## src/rtl/uart_rx_pkg.sv

```systemverilog
package uart_rx_pkg;

  typedef enum logic [2:0] {
    REG_MODE = 3'd0,
    REG_DIV  = 3'd1,
    REG_CTRL = 3'd2,
    REG_STAT = 3'd3,
    REG_DATA = 3'd4
  } reg_addr_e;

  localparam int MODE_SEVEN   = 0;
  localparam int MODE_PAR_EN  = 1;
  localparam int MODE_PAR_ODD = 2;
  localparam int CTRL_RX_EN   = 0;
  localparam int CTRL_IRQ_EN  = 1;
  localparam int STAT_ERR_LO  = 3;
  localparam int STAT_FULL    = 6;

  typedef enum logic [2:0] {
    ST_IDLE,
    ST_START,
    ST_DATA,
    ST_PARITY,
    ST_STOP,
    ST_WAIT_HIGH
  } rx_state_e;

  typedef struct packed {
    logic [7:0] data;
    logic       perr;
    logic       ferr;
  } rx_result_t;

endpackage

```

## src/rtl/uart_rx_sync.sv

```systemverilog
module uart_rx_sync #(
  parameter int STAGES = 2
) (
  input  logic clk,
  input  logic rst_n,
  input  logic d_i,
  output logic q_o
);
  logic [STAGES-1:0] pipe;

  always_ff @(posedge clk or negedge rst_n) begin
    if (!rst_n) pipe <= '1;
    else        pipe <= {pipe[STAGES-2:0], d_i};
  end

  assign q_o = pipe[STAGES-1];
endmodule

```

## src/rtl/uart_rx_tick.sv

```systemverilog
module uart_rx_tick #(
  parameter int DIV_W = 8
) (
  input  logic             clk,
  input  logic             rst_n,
  input  logic             en,
  input  logic [DIV_W-1:0] div,
  output logic             tick
);
  logic [DIV_W-1:0] cnt;

  assign tick = en && (cnt == div);

  always_ff @(posedge clk or negedge rst_n) begin
    if (!rst_n)    cnt <= '0;
    else if (!en)  cnt <= '0;
    else if (tick) cnt <= '0;
    else           cnt <= cnt + 1'b1;
  end

  // with a nonzero divisor, ticks are never on adjacent cycles
  p_tick_gap_r13: assert property (@(posedge clk) disable iff (!rst_n)
    (tick && div != '0) |=> !tick);
endmodule

```

## src/rtl/uart_rx_frame.sv

```systemverilog
module uart_rx_frame
  import uart_rx_pkg::*;
#(
  parameter int DATA_W  = 8,
  parameter int OS_RATE = 16
) (
  input  logic       clk,
  input  logic       rst_n,
  input  logic       en,
  input  logic       rx,
  input  logic       tick,
  input  logic       seven_bit,
  input  logic       par_en,
  input  logic       par_odd,
  output logic       done_o,
  output rx_result_t res_o
);
  localparam int OS_W   = $clog2(OS_RATE);
  localparam int BIDX_W = $clog2(DATA_W);
  localparam logic [OS_W-1:0]   OS_MID  = OS_W'(OS_RATE / 2 - 1);
  localparam logic [OS_W-1:0]   OS_LAST = OS_W'(OS_RATE - 1);
  localparam logic [BIDX_W-1:0] IDX_FULL  = BIDX_W'(DATA_W - 1);
  localparam logic [BIDX_W-1:0] IDX_SHORT = BIDX_W'(DATA_W - 2);

  rx_state_e         state;
  logic [OS_W-1:0]   os_cnt;
  logic [BIDX_W-1:0] bit_idx;
  logic [DATA_W-1:0] shreg;
  logic              par_acc;
  logic              mid_hit;

  assign mid_hit = tick && (os_cnt == OS_LAST);

  always_ff @(posedge clk or negedge rst_n) begin
    if (!rst_n) begin
      state   <= ST_IDLE;
      os_cnt  <= '0;
      bit_idx <= '0;
      shreg   <= '0;
      par_acc <= 1'b0;
      done_o  <= 1'b0;
      res_o   <= '0;
    end else begin
      done_o <= 1'b0;
      if (!en) begin
        state  <= ST_IDLE;
        os_cnt <= '0;
      end else begin
        if (tick && state != ST_IDLE && state != ST_WAIT_HIGH) os_cnt <= os_cnt + 1'b1;
        case (state)
          ST_IDLE: begin
            os_cnt <= '0;
            if (tick && !rx) state <= ST_START;
          end
          ST_START: begin
            if (tick && os_cnt == OS_MID) begin
              os_cnt  <= '0;
              bit_idx <= '0;
              par_acc <= 1'b0;
              state   <= rx ? ST_IDLE : ST_DATA;
            end
          end
          ST_DATA: begin
            if (mid_hit) begin
              par_acc <= par_acc ^ rx;
              if (bit_idx == (seven_bit ? IDX_SHORT : IDX_FULL)) begin
                shreg <= seven_bit ? {1'b0, rx, shreg[DATA_W-1:2]} : {rx, shreg[DATA_W-1:1]};
                state <= par_en ? ST_PARITY : ST_STOP;
              end else begin
                shreg   <= {rx, shreg[DATA_W-1:1]};
                bit_idx <= bit_idx + 1'b1;
              end
            end
          end
          ST_PARITY: begin
            if (mid_hit) begin
              par_acc <= par_acc ^ rx;
              state   <= ST_STOP;
            end
          end
          ST_STOP: begin
            if (mid_hit) begin
              done_o     <= 1'b1;
              res_o.data <= shreg;
              res_o.perr <= par_en & (par_acc ^ par_odd);
              res_o.ferr <= ~rx;
              state      <= rx ? ST_IDLE : ST_WAIT_HIGH;
            end
          end
          ST_WAIT_HIGH: begin
            if (rx) state <= ST_IDLE;
          end
          default: state <= ST_IDLE;
        endcase
      end
    end
  end

  // a completed frame is reported for one cycle only
  p_done_single_r3: assert property (@(posedge clk) disable iff (!rst_n)
    done_o |=> !done_o);
  // nothing completes while reception is disabled
  p_no_done_off_r2: assert property (@(posedge clk) disable iff (!rst_n)
    !en |=> !done_o);
  // a 7-bit character never carries a top bit
  p_seven_top_r8: assert property (@(posedge clk) disable iff (!rst_n)
    (mid_hit && state == ST_STOP && seven_bit) |=> !res_o.data[DATA_W-1]);
endmodule

```

## src/rtl/uart_rx_regs.sv

```systemverilog
module uart_rx_regs
  import uart_rx_pkg::*;
#(
  parameter int              DIV_W     = 8,
  parameter logic [DIV_W-1:0] DIV_RESET = 8'd7
) (
  input  logic             clk,
  input  logic             rst_n,
  input  logic             wr_en,
  input  logic             rd_en,
  input  logic [2:0]       addr,
  input  logic [7:0]       wdata,
  output logic [7:0]       rdata,
  input  logic             done_i,
  input  rx_result_t       res_i,
  output logic             rx_en,
  output logic             seven_bit,
  output logic             par_en,
  output logic             par_odd,
  output logic [DIV_W-1:0] div,
  output logic             rxi_o,
  output logic             eri_o
);
  logic [2:0]       mode_q;
  logic [DIV_W-1:0] div_q;
  logic [1:0]       ctrl_q;
  logic [2:0]       err_q, err_n;     // {overrun, framing, parity}
  logic [2:0]       seen_q, seen_n;
  logic             full_q, full_n;
  logic [7:0]       data_q, data_n;
  logic             eri_n, rxi_n;
  logic             irq_en;

  assign irq_en = ctrl_q[CTRL_IRQ_EN];

  always_comb begin
    err_n  = err_q;
    seen_n = seen_q;
    full_n = full_q;
    data_n = data_q;
    eri_n  = eri_o;
    rxi_n  = 1'b0;
    if (rd_en && addr == REG_STAT) seen_n = err_q;
    if (rd_en && addr == REG_DATA) full_n = 1'b0;
    if (wr_en && addr == REG_STAT) begin
      err_n = err_q & (wdata[STAT_ERR_LO+2:STAT_ERR_LO] | ~seen_q);
      if (seen_q != 3'b000 && err_n == 3'b000) eri_n = 1'b0;
    end
    if (wr_en && addr == REG_CTRL && !wdata[CTRL_IRQ_EN]) eri_n = 1'b0;
    if (done_i) begin
      if (res_i.perr || res_i.ferr) begin
        err_n[0] = err_n[0] | res_i.perr;
        err_n[1] = err_n[1] | res_i.ferr;
        if (irq_en) eri_n = 1'b1;
      end else if (full_q) begin
        err_n[2] = 1'b1;
        if (irq_en) eri_n = 1'b1;
      end else begin
        data_n = res_i.data;
        full_n = 1'b1;
        rxi_n  = irq_en;
      end
    end
  end

  always_ff @(posedge clk or negedge rst_n) begin
    if (!rst_n) begin
      mode_q <= '0;
      div_q  <= DIV_RESET;
      ctrl_q <= '0;
      err_q  <= '0;
      seen_q <= '0;
      full_q <= 1'b0;
      data_q <= '0;
      eri_o  <= 1'b0;
      rxi_o  <= 1'b0;
    end else begin
      if (wr_en && !rx_en && addr == REG_MODE) mode_q <= wdata[2:0];
      if (wr_en && !rx_en && addr == REG_DIV)  div_q  <= wdata[DIV_W-1:0];
      if (wr_en && addr == REG_CTRL)           ctrl_q <= wdata[1:0];
      err_q  <= err_n;
      seen_q <= seen_n;
      full_q <= full_n;
      data_q <= data_n;
      eri_o  <= eri_n;
      rxi_o  <= rxi_n;
    end
  end

  always_comb begin
    case (addr)
      REG_MODE: rdata = {5'b0, mode_q};
      REG_DIV:  rdata = 8'(div_q);
      REG_CTRL: rdata = {6'b0, ctrl_q};
      REG_STAT: rdata = {1'b0, full_q, err_q, 3'b000};
      REG_DATA: rdata = data_q;
      default:  rdata = 8'h00;
    endcase
  end

  assign rx_en     = ctrl_q[CTRL_RX_EN];
  assign seven_bit = mode_q[MODE_SEVEN];
  assign par_en    = mode_q[MODE_PAR_EN];
  assign par_odd   = mode_q[MODE_PAR_ODD];
  assign div       = div_q;

  // the receive pulse lasts one cycle and needs the enable
  p_rxi_pulse_r3: assert property (@(posedge clk) disable iff (!rst_n)
    rxi_o |=> !rxi_o);
  p_rxi_gated_r3: assert property (@(posedge clk) disable iff (!rst_n)
    rxi_o |-> $past(irq_en));
  // a data read empties the register unless a new character lands
  p_full_clear_r4: assert property (@(posedge clk) disable iff (!rst_n)
    (rd_en && addr == REG_DATA && !done_i) |=> !full_q);
  // overrun keeps the stored character and flags it
  p_overrun_hold_r5: assert property (@(posedge clk) disable iff (!rst_n)
    (done_i && !res_i.perr && !res_i.ferr && full_q) |=> (data_q == $past(data_q) && err_q[2]));
  // the error level holds unless software writes control or status
  p_eri_hold_r9: assert property (@(posedge clk) disable iff (!rst_n)
    (eri_o && !(wr_en && (addr == REG_CTRL || addr == REG_STAT))) |=> eri_o);
  p_err_raises_r9: assert property (@(posedge clk) disable iff (!rst_n)
    (done_i && (res_i.perr || res_i.ferr) && irq_en) |=> eri_o);
  // configuration is frozen while receiving
  p_cfg_lock_r12: assert property (@(posedge clk) disable iff (!rst_n)
    rx_en |=> ($stable(mode_q) && $stable(div_q)));
endmodule

```

## src/rtl/uart_rx_status.sv

```systemverilog
module uart_rx_status
  import uart_rx_pkg::*;
#(
  parameter int               DIV_W       = 8,
  parameter logic [DIV_W-1:0] DIV_RESET   = 8'd7,
  parameter int               OS_RATE     = 16,
  parameter int               SYNC_STAGES = 2
) (
  input  logic       clk,
  input  logic       rst_n,
  input  logic       rx_i,
  input  logic       reg_wr_en,
  input  logic       reg_rd_en,
  input  logic [2:0] reg_addr,
  input  logic [7:0] reg_wdata,
  output logic [7:0] reg_rdata,
  output logic       rxi_o,
  output logic       eri_o
);
  logic             rx_s, tick, done;
  logic             rx_en, seven_bit, par_en, par_odd;
  logic [DIV_W-1:0] div;
  rx_result_t       res;

  uart_rx_sync #(.STAGES(SYNC_STAGES)) u_sync (
    .clk(clk), .rst_n(rst_n), .d_i(rx_i), .q_o(rx_s)
  );

  uart_rx_tick #(.DIV_W(DIV_W)) u_tick (
    .clk(clk), .rst_n(rst_n), .en(rx_en), .div(div), .tick(tick)
  );

  uart_rx_frame #(.DATA_W(8), .OS_RATE(OS_RATE)) u_frame (
    .clk(clk), .rst_n(rst_n), .en(rx_en), .rx(rx_s), .tick(tick),
    .seven_bit(seven_bit), .par_en(par_en), .par_odd(par_odd),
    .done_o(done), .res_o(res)
  );

  uart_rx_regs #(.DIV_W(DIV_W), .DIV_RESET(DIV_RESET)) u_regs (
    .clk(clk), .rst_n(rst_n), .wr_en(reg_wr_en), .rd_en(reg_rd_en),
    .addr(reg_addr), .wdata(reg_wdata), .rdata(reg_rdata),
    .done_i(done), .res_i(res), .rx_en(rx_en), .seven_bit(seven_bit),
    .par_en(par_en), .par_odd(par_odd), .div(div),
    .rxi_o(rxi_o), .eri_o(eri_o)
  );
endmodule

```

## config.mk

```make
export PLATFORM = sky130hd
export DESIGN_NAME = uart_rx_status
export DESIGN_NICKNAME = d
export VERILOG_FILES = /design/src/rtl/uart_rx_pkg.sv /design/src/rtl/uart_rx_sync.sv /design/src/rtl/uart_rx_tick.sv /design/src/rtl/uart_rx_frame.sv /design/src/rtl/uart_rx_regs.sv /design/src/rtl/uart_rx_status.sv
export SDC_FILE = /design/constraint.sdc
export NUM_CORES = 1
export LEC_CHECK = 0
export ABC_AREA = 1
export BUFFER_PORTS_ARGS = -buffer_cell sky130_fd_sc_hd__buf_2
export CAP_MARGIN = 15
export CORE_AREA = 3 3 88 90
export DETAILED_ROUTE_END_ITERATION = 12
export DIE_AREA = 0 0 91 93
export GPL_ROUTABILITY_DRIVEN = 0
export GPL_TIMING_DRIVEN = 1
export MAX_ROUTING_LAYER = met4
export PLACE_DENSITY = 0.68
export SLEW_MARGIN = 20
export SYNTH_ARGS = -nofsm -noshare
export SYNTH_HDL_FRONTEND = slang
export SYNTH_SLANG_ARGS = --single-unit
```

## constraint.sdc

```tcl
create_clock -name clk -period 3.3 [get_ports clk]
set_clock_uncertainty 0.05 [all_clocks]
set_input_delay 0.66 -clock clk [delete_from_list [all_inputs] [get_ports clk]]
set_output_delay 0.66 -clock clk [all_outputs]
set_load 0.005 [all_outputs]
```

Word level (Yosys, flattened, before mapping)
Cells that the tools add are included.

Register bits after elaboration: 70. Latch bits: 0. Memory bits (writable): 0. Memory bits (read-only): 0. Input bits: 16. Output and inout port bits: 10. Word-level logic and storage cells: 143. Memories kept: 0.

Add/subtract/negate cells: 3. $mul: 0. Divide/modulo/power cells: 0. Order comparisons: 0. Equality and inequality tests: 25. Shift operators: 0. Muxes and demuxes: 51. Bitwise logic cells: 11. Reduce and logical (&&, ||, !) cells: 33.

Operator list (count): $mux W3 (15); $pmux W8 S5 (1); $mux W8 (4); $ne A3 B3 Y1 const B (8); $mux W1 (22); $pmux W3 S6 (1); $logic_and A1 B1 Y1 (15); $eq A3 B2 Y1 const B (4); $mux W4 (3); $eq A3 B3 Y1 const B (3); $logic_not A3 Y1 (3); $reduce_and A3 Y1 (3); $add A8 B1 Y8 const B (1); $eq A8 B8 Y1 (1); $pmux W4 S2 (1); $reduce_and A7 Y1 (1); $eq A3 B1 Y1 const B (2); $ne A2 B1 Y1 const B (3); $pmux W3 S2 (1); $reduce_bool A3 Y1 (2); $reduce_and A5 Y1 (1); $add A4 B1 Y4 const B (1); $eq A4 B3 Y1 const B (1); $eq A4 B4 Y1 const B (1); other kinds (17) (25).

Depth between registers and ports, before layout
Gate-level depths: netlist of run 1.

Depth in word-level cells: 12. Gate-level depth with buffers: 13. Depth with buffers taken out: 13.

Modules after synthesis
Synthesis of run 1 repeated with hierarchy kept, for this count alone.

Cell total of the unflattened synthesis: 451. Area, all modules: 3623.5 um^2.

Modules (own cells, without submodules): uart_rx_frame (instances 1, cells an instance 201, area an instance 1615.3 um^2, seq. area each 750.7 um^2); uart_rx_regs (instances 1, cells an instance 177, area an instance 1441.4 um^2, seq. area each 754.5 um^2); uart_rx_tick (instances 1, cells an instance 71, area an instance 514.2 um^2, seq. area each 200.2 um^2); uart_rx_sync (instances 1, cells an instance 2, area an instance 52.6 um^2, seq. area each 52.6 um^2).

Least setup slack after synthesis of run 1
Ideal clock, no wire load.

Path kind: input to output. Start point: input port reg_addr[1]. End point: output port reg_rdata[7]. Arrival: 1.392 ns. Data required time: 2.590 ns. Setup slack: 1.198 ns. Cell stages on the path: 3. Path buffers: 0. Cell sequence: nor3_1 -> inv_1 -> o21ai_0.

Word-level cells in the longest chain between the ends: 2. Elaborated cells on any way between the ends: 6. Classes of those cells: 4 x eq/ne; 1 x mux; 1 x reduce/logical.

RTL lines: start, declared (RTL line uart_rx_status.sv:14) `input logic [2:0] reg_addr,`; $eq A3 B3 Y1 (tied with other cells) (RTL line uart_rx_regs.sv:91) `case (addr)`; $pmux W8 S5 (*) (RTL line uart_rx_regs.sv:91); end, declared (RTL line uart_rx_status.sv:16) `output logic [7:0] reg_rdata,`.

Mark *: on every way between the ends. The rest lies on a longest branch, timed or not.

Final worst setup path of run 1
Start point: input port reg_addr[1]. End point: output port reg_rdata[3].

The elaborated chain is that of the path after synthesis.

==> results of run 1 <==
[registers in the layout, indices dropped and copies added, names as in the netlist]
name	cells
u_frame.os_cnt	4
u_regs.ctrl_q	2
u_frame.res_o	10
u_regs.div	8
u_regs.data_q	8
u_frame.done_o	1
u_regs.seen_q	3
u_regs.rxi_o	1
u_regs.err_q	3
u_regs.full_q	1
u_regs.eri_o	1
u_regs.mode_q	3
u_sync.pipe	2
u_frame.shreg	8
u_frame.par_acc	1
u_frame.state	3
u_tick.cnt	8
u_frame.bit_idx	3
[cells by family (layout without fill, tap and decap cells)]
family,Yosys count,after routing,share of synthesized area
DFF,70,70,0.499
xor gates and xnor gates,11,11,0.0273
AOI/OAI and AO/OA,65,65,0.117
and+or+nand+nor,181,181,0.232
buffers and inverters,67,103,0.0770
muxes,12,12,0.0380
adders and majority gates,3,3,0.0106
[cell type report]
class / instances / area share
Sequential cell: 70 / 0.442
Tap cell: 99 / 0.0312
Timing Repair Buffer: 26 / 0.0365
Clock buffer: 9 / 0.0312
Inverter: 61 / 0.0576
Clock inverter: 7 / 0.0246
Multi-Input combinational cell: 272 / 0.377
[cells in the mapped netlist, drive strengths merged (2+ instances only)]
cell type / number
o2111ai: 2
buf: 4
xor2: 7
inv: 59
nor3: 8
dfrtp: 65
dfstp: 5
mux2: 11
o21ai: 41
clkinv: 2
nor2: 34
ha: 3
o211ai: 13
a21oi: 6
nand4: 8
or2: 5
nand2: 102
nand3: 23
xnor2: 4
clkbuf: 2
[final timing paths]
| path | slack (ns) | endpoint | startpoint |
|---|---|---|---|
| worst max-delay path | 0.78 | reg_rdata[3] | reg_addr[1] |
| worst min-delay path | 0.30 | u_sync.pipe[1] | u_sync.pipe[0] |
| worst max register to register | 1.21 | u_frame.state[0] | u_regs.ctrl_q[0] |
| worst min register to register | 0.30 | u_sync.pipe[1] | u_sync.pipe[0] |
| max in group asynchronous | 2.12 | u_sync.pipe[0] | rst_n |
| min in group asynchronous | 0.34 | u_regs.seen_q[0] | rst_n |
[routing by layer]
| layer | share of wire | global-route usage | up-vias |
|---|---|---|---|
| met2 | 0.47 | 0.309 | 77 |
| met5 | 0 | - | - |
| li1 | - | - | 1393 |
| met3 | 0.052 | 0.0459 | 16 |
| met4 | 0.023 | 0.0704 | 0 |
| met1 | 0.46 | 0.245 | 1316 |
[per-stage QoR]
stage          instances  cell area [µm²]
2_1_floorplan        409             3530
3_3_place_gp         528             3750
3_5_place_dp         528             3750
4_1_cts              544             3970
5_1_grt              544             3970
6_report             544             3970
[power groups by stage]
stage               Sequential [mW]  Clock [mW]  Combinational, mW
finish                         1.00       0.763              0.239
global route                   1.01       0.821              0.276
detailed placement             1.02           0              0.242
CTS                            1.00       0.780              0.243
global placement               1.02           0              0.234
floorplan                     0.986           0              0.173
==> impl_metrics.py, run 1 <==
metrics = {
    "critical_path": {
        "path_common_cell": "buf_2",
        "cp_max_fo": 6,
        "cp.required_ns": 2.59,
        "cp-start-kind": "input port",
        "cp.buffers_inverters": 3,
        "cp-end-kind": "output port",
        "crit_family": "simple AND/OR/NAND/NOR gates",
        "critPathKind": "in2out",
        "crit_slowest_cell": "nor3_1",
        "slowest_delay_ns": 0.51,
        "reg2reg_depth": 9,
        "arrival_ns": 1.81,
        "crit_chain": "buf_2, nor3_1, inv_1, o211ai_1, buf_2",
        "path_depth": 5,
    },
    "synthesis": {
        "synthFlopType": "dfrtp_1",
        "synth_area_leaders": "dfrtp_1 (46%), nand2_1 (11%), inv_1 (6.0%)",
        "yosysTopAreaCell": "dfrtp_1",
        "ys_warn_count": 0,
        "synthCells": 409,
        "synth-seq-area-share": 0.499,
        "postSynthAreaPerCell_um2": 8.62,
        "ys_async_sr_fraction": 1.00,
        "synth_edf_count": 0,
        "syn_area_um2": 3530,
        "synth_seq_cells": 70,
        "syn_nets": 428,
        "yosysUniqueCellTypes": 37,
        "yosys.area.top_type_share": 0.461,
    },
    "die": {
        "die_area_um2": 8460,
        "floorplan.rows": 31,
        "start_util": 0.494,
        "die_y_um": 93,
        "core_area_um2": 7140,
        "die_w_um": 91,
        "num_io_pins": 26,
    },
    "cells_and_area": {
        "antenna_cells": 0,
        "multi_input_area_um2": 1500,
        "final_net_count": 459,
        "final-seq-area_um2": 1760,
        "synthToLayoutAreaGrowth_pct": 12.7,
        "n_fill_cell": 667,
        "mostFrequentLayoutCell": "nand2_1",
        "most-common-layout-cells": "nand2_1 (102), dfrtp_1 (65), inv_1 (56)",
        "fin_util": 0.557,
        "drive_gt1_frac": 0.187,
    },
    "power_and_ir_drop": {
        "total_leakage_power_nw": 1.96,
        "intPower_mw": 1.45,
        "combPwrFrac": 0.119,
        "p_switching_uw": 551,
        "pwr-share-seq": 0.500,
        "switching_share": 0.275,
        "power.density_nw_per_um2": 504,
        "clkPwrFrac": 0.381,
        "finalPower_mw": 2.00,
        "vdd.ir_drop.worst_mv": 0.195,
    },
    "place": {
        "dp_slack_ns": 0.748,
        "dp_hpwl_um": 5540,
        "portBuffers": 25,
    },
    "clock_network": {
        "cts_buffers": 9,
        "clockRootBuffer": "clkbuf_8",
        "htree_levels": 3,
        "ctsResizeCount": 0,
        "clk_pin_slew_ns": 0.08,
        "ctsHoldBuffers": 0,
        "clk_latency_ns": 0.34,
        "cts_tree": "done",
        "post_cts_buffers": 0,
        "clockBufferDepth": 2,
        "clock-sinks": 70,
    },
    "global_routing": {
        "grt_max_degree": 37,
        "overflow": 0,
        "grt_first_pass_wirelength_um": 12800,
        "first_global_vias": 2766,
        "grt_usage": 0.194,
        "antenna_found_initial": 0,
    },
    "run": {
        "max_cap_violations": 0,
    },
    "timing": {
        "slew_headroom": 0.458,
        "rsz0062_at_grt": "no",
        "fin_crit_ns": 2.52,
        "hold_violations": 0,
        "worstMarginPinSlew_ns": 0.814,
        "fin_crit_sh": 0.764,
        "hold_slack_ns": 0.305,
        "tns_ns": 0,
        "setup_ws_ns": 0.778,
        "max_freq_ghz": 0.397,
        "setup_viol": 0,
        "slew_viol_final": 0,
    },
    "worst_hold_path": {
        "hold_class": "reg2reg",
        "holdPathStages": 0,
    },
    "detailed_routing": {
        "drc": 0,
        "firstDrtPassIters": 4,
        "detail_route.wl_per_cell_um": 13.5,
        "ant_nets": 0,
        "viasPerCell": 5.15,
        "drtIter0Drc": 98,
        "vias": 2802,
        "routed_wl_um": 7350,
    },
    "outcome": {
        "status": "complete, no violations",
    },
}
(Power assumes the default switching activity.)
==> run 2, diff against run 1 <==
Clock period 3.3 ns to 2.55 ns, I/O delays scaled along.
==> run 2 against run 1 <==
- count of clock-buffer cells in the layout up 1
- global-route usage decreased by 0.64 points
- final cell count unchanged
- clock power rose by 34%
- routed wire length fell by 3.0%
- die area is the same
- critical path type unchanged
- hold slack worse by 0.23 ns
- sequential share of layout area decreased by 0.11 points
- combinational power increased by 31%
- highest routed layer unchanged
- sequential power grew 29%
==> impl_metrics.py, run 2 (synthesized netlist as in run 1, its figures left out) <==
metrics = {
    "timing": {
        "worstMarginPinSlew_ns": 0.613,
        "fin_crit_sh": 0.868,
        "rsz0062_at_grt": "no",
        "slew_viol_final": 0,
        "hold_violations": 0,
        "max_freq_ghz": 0.452,
        "tns_ns": 0,
        "setup_viol": 0,
        "slew_headroom": 0.588,
        "fin_crit_ns": 2.21,
        "hold_slack_ns": 0.0748,
    },
    "global_routing": {
        "antenna_found_initial": 0,
        "overflow": 0,
        "grt_max_degree": 49,
        "first_global_vias": 2691,
        "grt_first_pass_wirelength_um": 12300,
        "grt_usage": 0.188,
    },
    "critical_path": {
        "cp-start-kind": "input port",
        "arrival_ns": 1.65,
        "critPathKind": "in2out",
        "r2r_start": "u_regs.ctrl_q[0]",
        "cp_max_fo": 6,
        "r2r_end": "u_frame.state[1]",
        "cp-end-kind": "output port",
        "reg2reg_depth": 9,
        "crit_start": "reg_addr[2]",
        "cp.required_ns": 1.99,
        "regToRegSetupSlack_ns": 0.47,
    },
    "detailed_routing": {
        "ant_nets": 0,
        "wl_met2_um": 3390,
        "firstDrtPassIters": 4,
        "drc": 0,
        "drtIter0Drc": 141,
        "vias": 2781,
        "routed_wl_um": 7130,
        "wl_met1_um": 3360,
        "detail_route.wl_per_cell_um": 13.1,
        "viasPerCell": 5.11,
        "met3_length_um": 307,
        "routed.top_layer": "met4",
    },
    "place": {
        "dp_hpwl_um": 5240,
        "portBuffers": 25,
    },
    "clock_network": {
        "ctsHoldBuffers": 0,
        "clk_latency_ns": 0.35,
        "htree_levels": 3,
        "clockRootBuffer": "clkbuf_8",
        "clock-sinks": 70,
        "cts_tree": "done",
        "clockBufferDepth": 2,
        "ctsResizeCount": 0,
        "post_cts_buffers": 0,
        "cts_buffers": 9,
        "clk_pin_slew_ns": 0.08,
    },
    "cells_and_area": {
        "antenna_cells": 0,
        "most-common-layout-cells": "nand2_1 (102), dfrtp_1 (65), inv_1 (56)",
        "n_fill_cell": 672,
        "top_register": "u_frame.res_o",
        "largest_reg_flops": 10,
        "drive_gt1_frac": 0.187,
        "synthToLayoutAreaGrowth_pct": 13.0,
        "final_net_count": 459,
        "mostFrequentLayoutCell": "nand2_1",
    },
    "die": {
        "start_util": 0.494,
        "num_io_pins": 26,
        "die_w_um": 91,
        "die_area_um2": 8460,
        "die_y_um": 93,
        "floorplan.rows": 31,
        "core_area_um2": 7140,
    },
    "power_and_ir_drop": {
        "total_leakage_power_nw": 1.97,
        "power.density_nw_per_um2": 660,
        "vdd.ir_drop.worst_mv": 0.223,
    },
    "worst_hold_path": {
        "hold_class": "in2async",
    },
    "run": {
        "max_cap_violations": 0,
    },
    "outcome": {
        "status": "complete, no violations",
    },
}
[run 2: cell types whose count changed in the layout (fill, tap and decap cells not counted)]
cell / change
clkbuf_8: +1
clkinv_2: -1
clkinv_4: +1
clkinvlp_4: -1
[run 2: stage by stage]
stage,worst slack (ns),cell area [µm²],utilization,power (mW),cells
floorplan,0.748,3530,-,1.50,409
global placement,0.418,3750,0.526,1.62,528
detailed placement,0.319,3750,0.526,1.63,528
CTS,0.327,3980,0.558,2.65,544
global route,0.197,3980,0.558,2.76,544
finish,0.337,3980,0.558,2.63,544
[run 2: cell type report]
class                   instances  area [µm²]  area share
flip-flops and latches         70        1760       0.441
multi-input cells             272        1500       0.376
inverters                      61         229      0.0575
repair buffers                 26         145      0.0364
clock buffers                  10         138      0.0345
well taps                      99         124      0.0311
clock inverters                 6        93.8      0.0236
[run 2: worst max-delay path, cell delays in order]
cell and delay [ns]:
buf_2 0.13, nor3_1 0.49, inv_1 0.18, o211ai_1 0.20, buf_2 0.14
[run 2: layer usage]
layer  GRT usage  vias to the layer above
li1            -                     1390
met1       0.249                     1331
met2       0.287                       52
met3      0.0442                        8
met4      0.0641                        0
met5           -                        -
[run 2: worst max path at each step]
stage                   end  slack, ns  depth (start not counted)
5_1_grt        reg_rdata[3]       0.20                          5
2_1_floorplan  reg_rdata[7]       0.75                          3
3_3_place_gp   reg_rdata[3]       0.42                          5
6_report       reg_rdata[3]       0.34                          5
4_1_cts        reg_rdata[6]       0.33                          5
3_5_place_dp   reg_rdata[6]       0.32                          5
[run 2: power breakdown]
group	internal (mW)	leakage (nW)	switching (mW)	total (mW)
registers	1.21	0.906	0.0891	1.29
clock network	0.584	0.113	0.436	1.02
logic	0.120	0.952	0.194	0.314
==> run 3, diff against run 2 <==
Settings changed: ABC_AREA 1 to default, CORE_AREA 3 3 88 90 to 2 2 88 90, DIE_AREA 0 0 91 93 to 0 0 90 92.
==> run 3 against run 2 <==
- power is 7.1% lower
- sequential share of layout area is essentially flat
- critical endpoint is now u_frame.shreg[2]
- largest cell class unchanged
- combinational power rose by 17%
- die area is 2.2% lower
- flip-flop and latch count did not move
- critical path depth stayed put
- highest routed layer unchanged
- area after synthesis rose by 0.96%
- clock power fell by 26%
==> impl_metrics.py, run 3 <==
metrics = {
    "outcome": {
        "status": "complete, no violations",
    },
    "place": {
        "place_area_um2": 3830,
        "portBuffers": 25,
        "place_inst": 451,
        "dp_hpwl_um": 5650,
        "dp_slack_ns": 0.0980,
    },
    "timing": {
        "setup_ws_ns": 0.0838,
        "fin_crit_sh": 0.967,
        "max_freq_ghz": 0.405,
        "hold_violations": 0,
        "rsz0062_at_grt": "no",
        "worstMarginPinSlew_ns": 0.720,
        "tns_ns": 0,
        "fin_crit_ns": 2.47,
        "slew_viol_final": 0,
        "slew_headroom": 0.520,
        "hold_slack_ns": 0.169,
        "setup_viol": 0,
    },
    "synthesis": {
        "postSynthAreaPerCell_um2": 10.8,
        "yosysUniqueCellTypes": 49,
        "syn_area_um2": 3560,
        "synth_seq_cells": 70,
        "yosys.area.top_type_share": 0.457,
        "synthCells": 329,
        "synth_area_leaders": "dfrtp_1 (46%), mux2_2 (12%), dfstp_2 (3.7%)",
        "yosysMostFrequentCell": "dfrtp_1",
        "syn_nets": 348,
        "ys_async_sr_fraction": 1.00,
        "synth-seq-area-share": 0.494,
        "yosysTopAreaCell": "dfrtp_1",
        "yosys-top-cells-count": "dfrtp_1 (65), mux2_2 (39), nand2_1 (27)",
        "synthFlopType": "dfrtp_1",
        "ys_warn_count": 0,
        "synth_edf_count": 0,
    },
    "power_and_ir_drop": {
        "p_switching_uw": 697,
        "finalPower_mw": 2.44,
        "clkPwrFrac": 0.311,
        "intPower_mw": 1.74,
        "total_leakage_power_nw": 1.85,
        "pwr-share-seq": 0.539,
        "power.density_nw_per_um2": 612,
        "vdd.ir_drop.worst_mv": 0.285,
        "switching_share": 0.286,
        "combPwrFrac": 0.150,
    },
    "global_routing": {
        "first_global_vias": 2658,
        "grt_first_pass_wirelength_um": 13200,
        "antenna_found_initial": 0,
        "overflow": 0,
        "grt_usage": 0.209,
        "grt_max_degree": 31,
    },
    "cells_and_area": {
        "top_register": "u_frame.res_o",
        "largest_reg_flops": 10,
        "fin_cells": 467,
        "antenna_cells": 0,
        "fin_util": 0.535,
        "finalInstanceArea_um2": 3990,
        "most-common-layout-cells": "dfrtp_1 (65), mux2_2 (39), nand2_1 (27)",
        "drive_gt1_frac": 0.277,
        "mostFrequentLayoutCell": "dfrtp_1",
        "final_net_count": 379,
        "synthToLayoutAreaGrowth_pct": 12.0,
        "n_fill_cell": 679,
    },
    "detailed_routing": {
        "firstDrtPassIters": 4,
        "vias": 2572,
        "drc": 0,
        "ant_nets": 0,
        "routed_wl_um": 7500,
        "drtIter0Drc": 90,
        "detail_route.wl_per_cell_um": 16.0,
        "viasPerCell": 5.51,
    },
    "die": {
        "die_w_um": 90,
        "start_util": 0.478,
        "num_io_pins": 26,
        "die_y_um": 92,
        "floorplan.rows": 32,
        "die_area_um2": 8280,
        "core_area_um2": 7450,
    },
    "critical_path": {
        "arrival_ns": 2.65,
        "critPathKind": "reg2reg",
        "crit_chain": "xnor2_1, o21ai_1, or4_4, or3_1, mux2_4",
        "cp_max_fo": 8,
        "slowest_delay_ns": 0.58,
        "crit_family": "simple AND/OR/NAND/NOR gates",
        "cp-start-kind": "flip-flop",
        "crit_slowest_cell": "or3_1",
        "cp.required_ns": 2.73,
        "cp-end-kind": "flip-flop",
        "cp.buffers_inverters": 0,
    },
    "clock_network": {
        "ctsResizeCount": 0,
        "cts_buffers": 9,
        "clockRootBuffer": "clkbuf_8",
        "cts_tree": "done",
        "clk_latency_ns": 0.35,
        "htree_levels": 3,
        "clock-sinks": 70,
        "post_cts_buffers": 0,
        "ctsHoldBuffers": 0,
        "clk_pin_slew_ns": 0.07,
        "clockBufferDepth": 2,
    },
    "run": {
        "max_cap_violations": 0,
    },
    "worst_hold_path": {
        "hold_class": "in2async",
    },
}
==> run 3: changes by cell type after synthesis, sizes merged, moves of 8 or more <==
cell    previous run  this run
inv               59         5
nand3             23        15
nand2b             0         8
clkbuf             2        12
nor2              34        22
o21ai             41        23
o211ai            13         0
mux2              11        47
nand2            102        27
==> run 3: final cells by class <==
class,instances,area (µm²),share of cell area
Clock buffer,12,135,0.0339
Inverter,5,18.8,0.00471
Clock inverter,4,23.8,0.00596
Multi-Input combinational cell,239,1710,0.429
Sequential cell,70,1760,0.441
Timing Repair Buffer,35,213,0.0534
Tap cell,102,128,0.0320
==> run 3: kinds of logic (layout without fill, tap and decap cells) <==
| kind of cell | Yosys count | count (layout) | synth area share |
|---|---|---|---|
| compound gates | 58 | 58 | 0.104 |
| xor+xnor | 17 | 17 | 0.0418 |
| fa+ha+maj | 3 | 3 | 0.0105 |
| buf+inv | 20 | 56 | 0.0257 |
| flops | 70 | 70 | 0.494 |
| mux | 52 | 52 | 0.170 |
| simple gates | 109 | 109 | 0.154 |
==> run 3: final timing paths <==
path | startpoint | endpoint | slack [ns] | cells after the start
setup reg to reg | u_regs.div[1] | u_frame.shreg[2] | 0.08 | 5
hold / removal | rst_n | u_tick.cnt[1] | 0.17 | 1
min in group clk | rx_i | u_sync.pipe[0] | 0.20 | 1
setup / recovery | u_regs.div[1] | u_frame.shreg[2] | 0.08 | 5
hold reg to reg | u_sync.pipe[0] | u_sync.pipe[1] | 0.31 | 0
max in group asynchronous | rst_n | u_frame.state[1] | 1.60 | 2
==> run 3: routing by layer <==
metal,global-route usage,part of all wire,vias to the layer above
met5,-,0,-
met4,0.0641,0.018,0
met3,0.0509,0.041,9
met2,0.325,0.47,48
met1,0.272,0.47,1274
li1,-,-,1241
==> run 3: worst reg2reg max path, stage by stage (launching register included) <==
cell	delay (ns)
dfstp_2	0.55
xnor2_1	0.14
o21ai_1	0.10
or4_4	0.56
or3_1	0.58
mux2_4	0.37
==> run 3: power by group through the flow <==
stage	sequential, mW	clock [mW]	combinational (mW)
5_1_grt	1.34	0.825	0.419
3_5_place_dp	1.34	0	0.368
6_report	1.32	0.758	0.366
4_1_cts	1.32	0.777	0.369
3_3_place_gp	1.34	0	0.358
2_1_floorplan	1.31	0	0.249
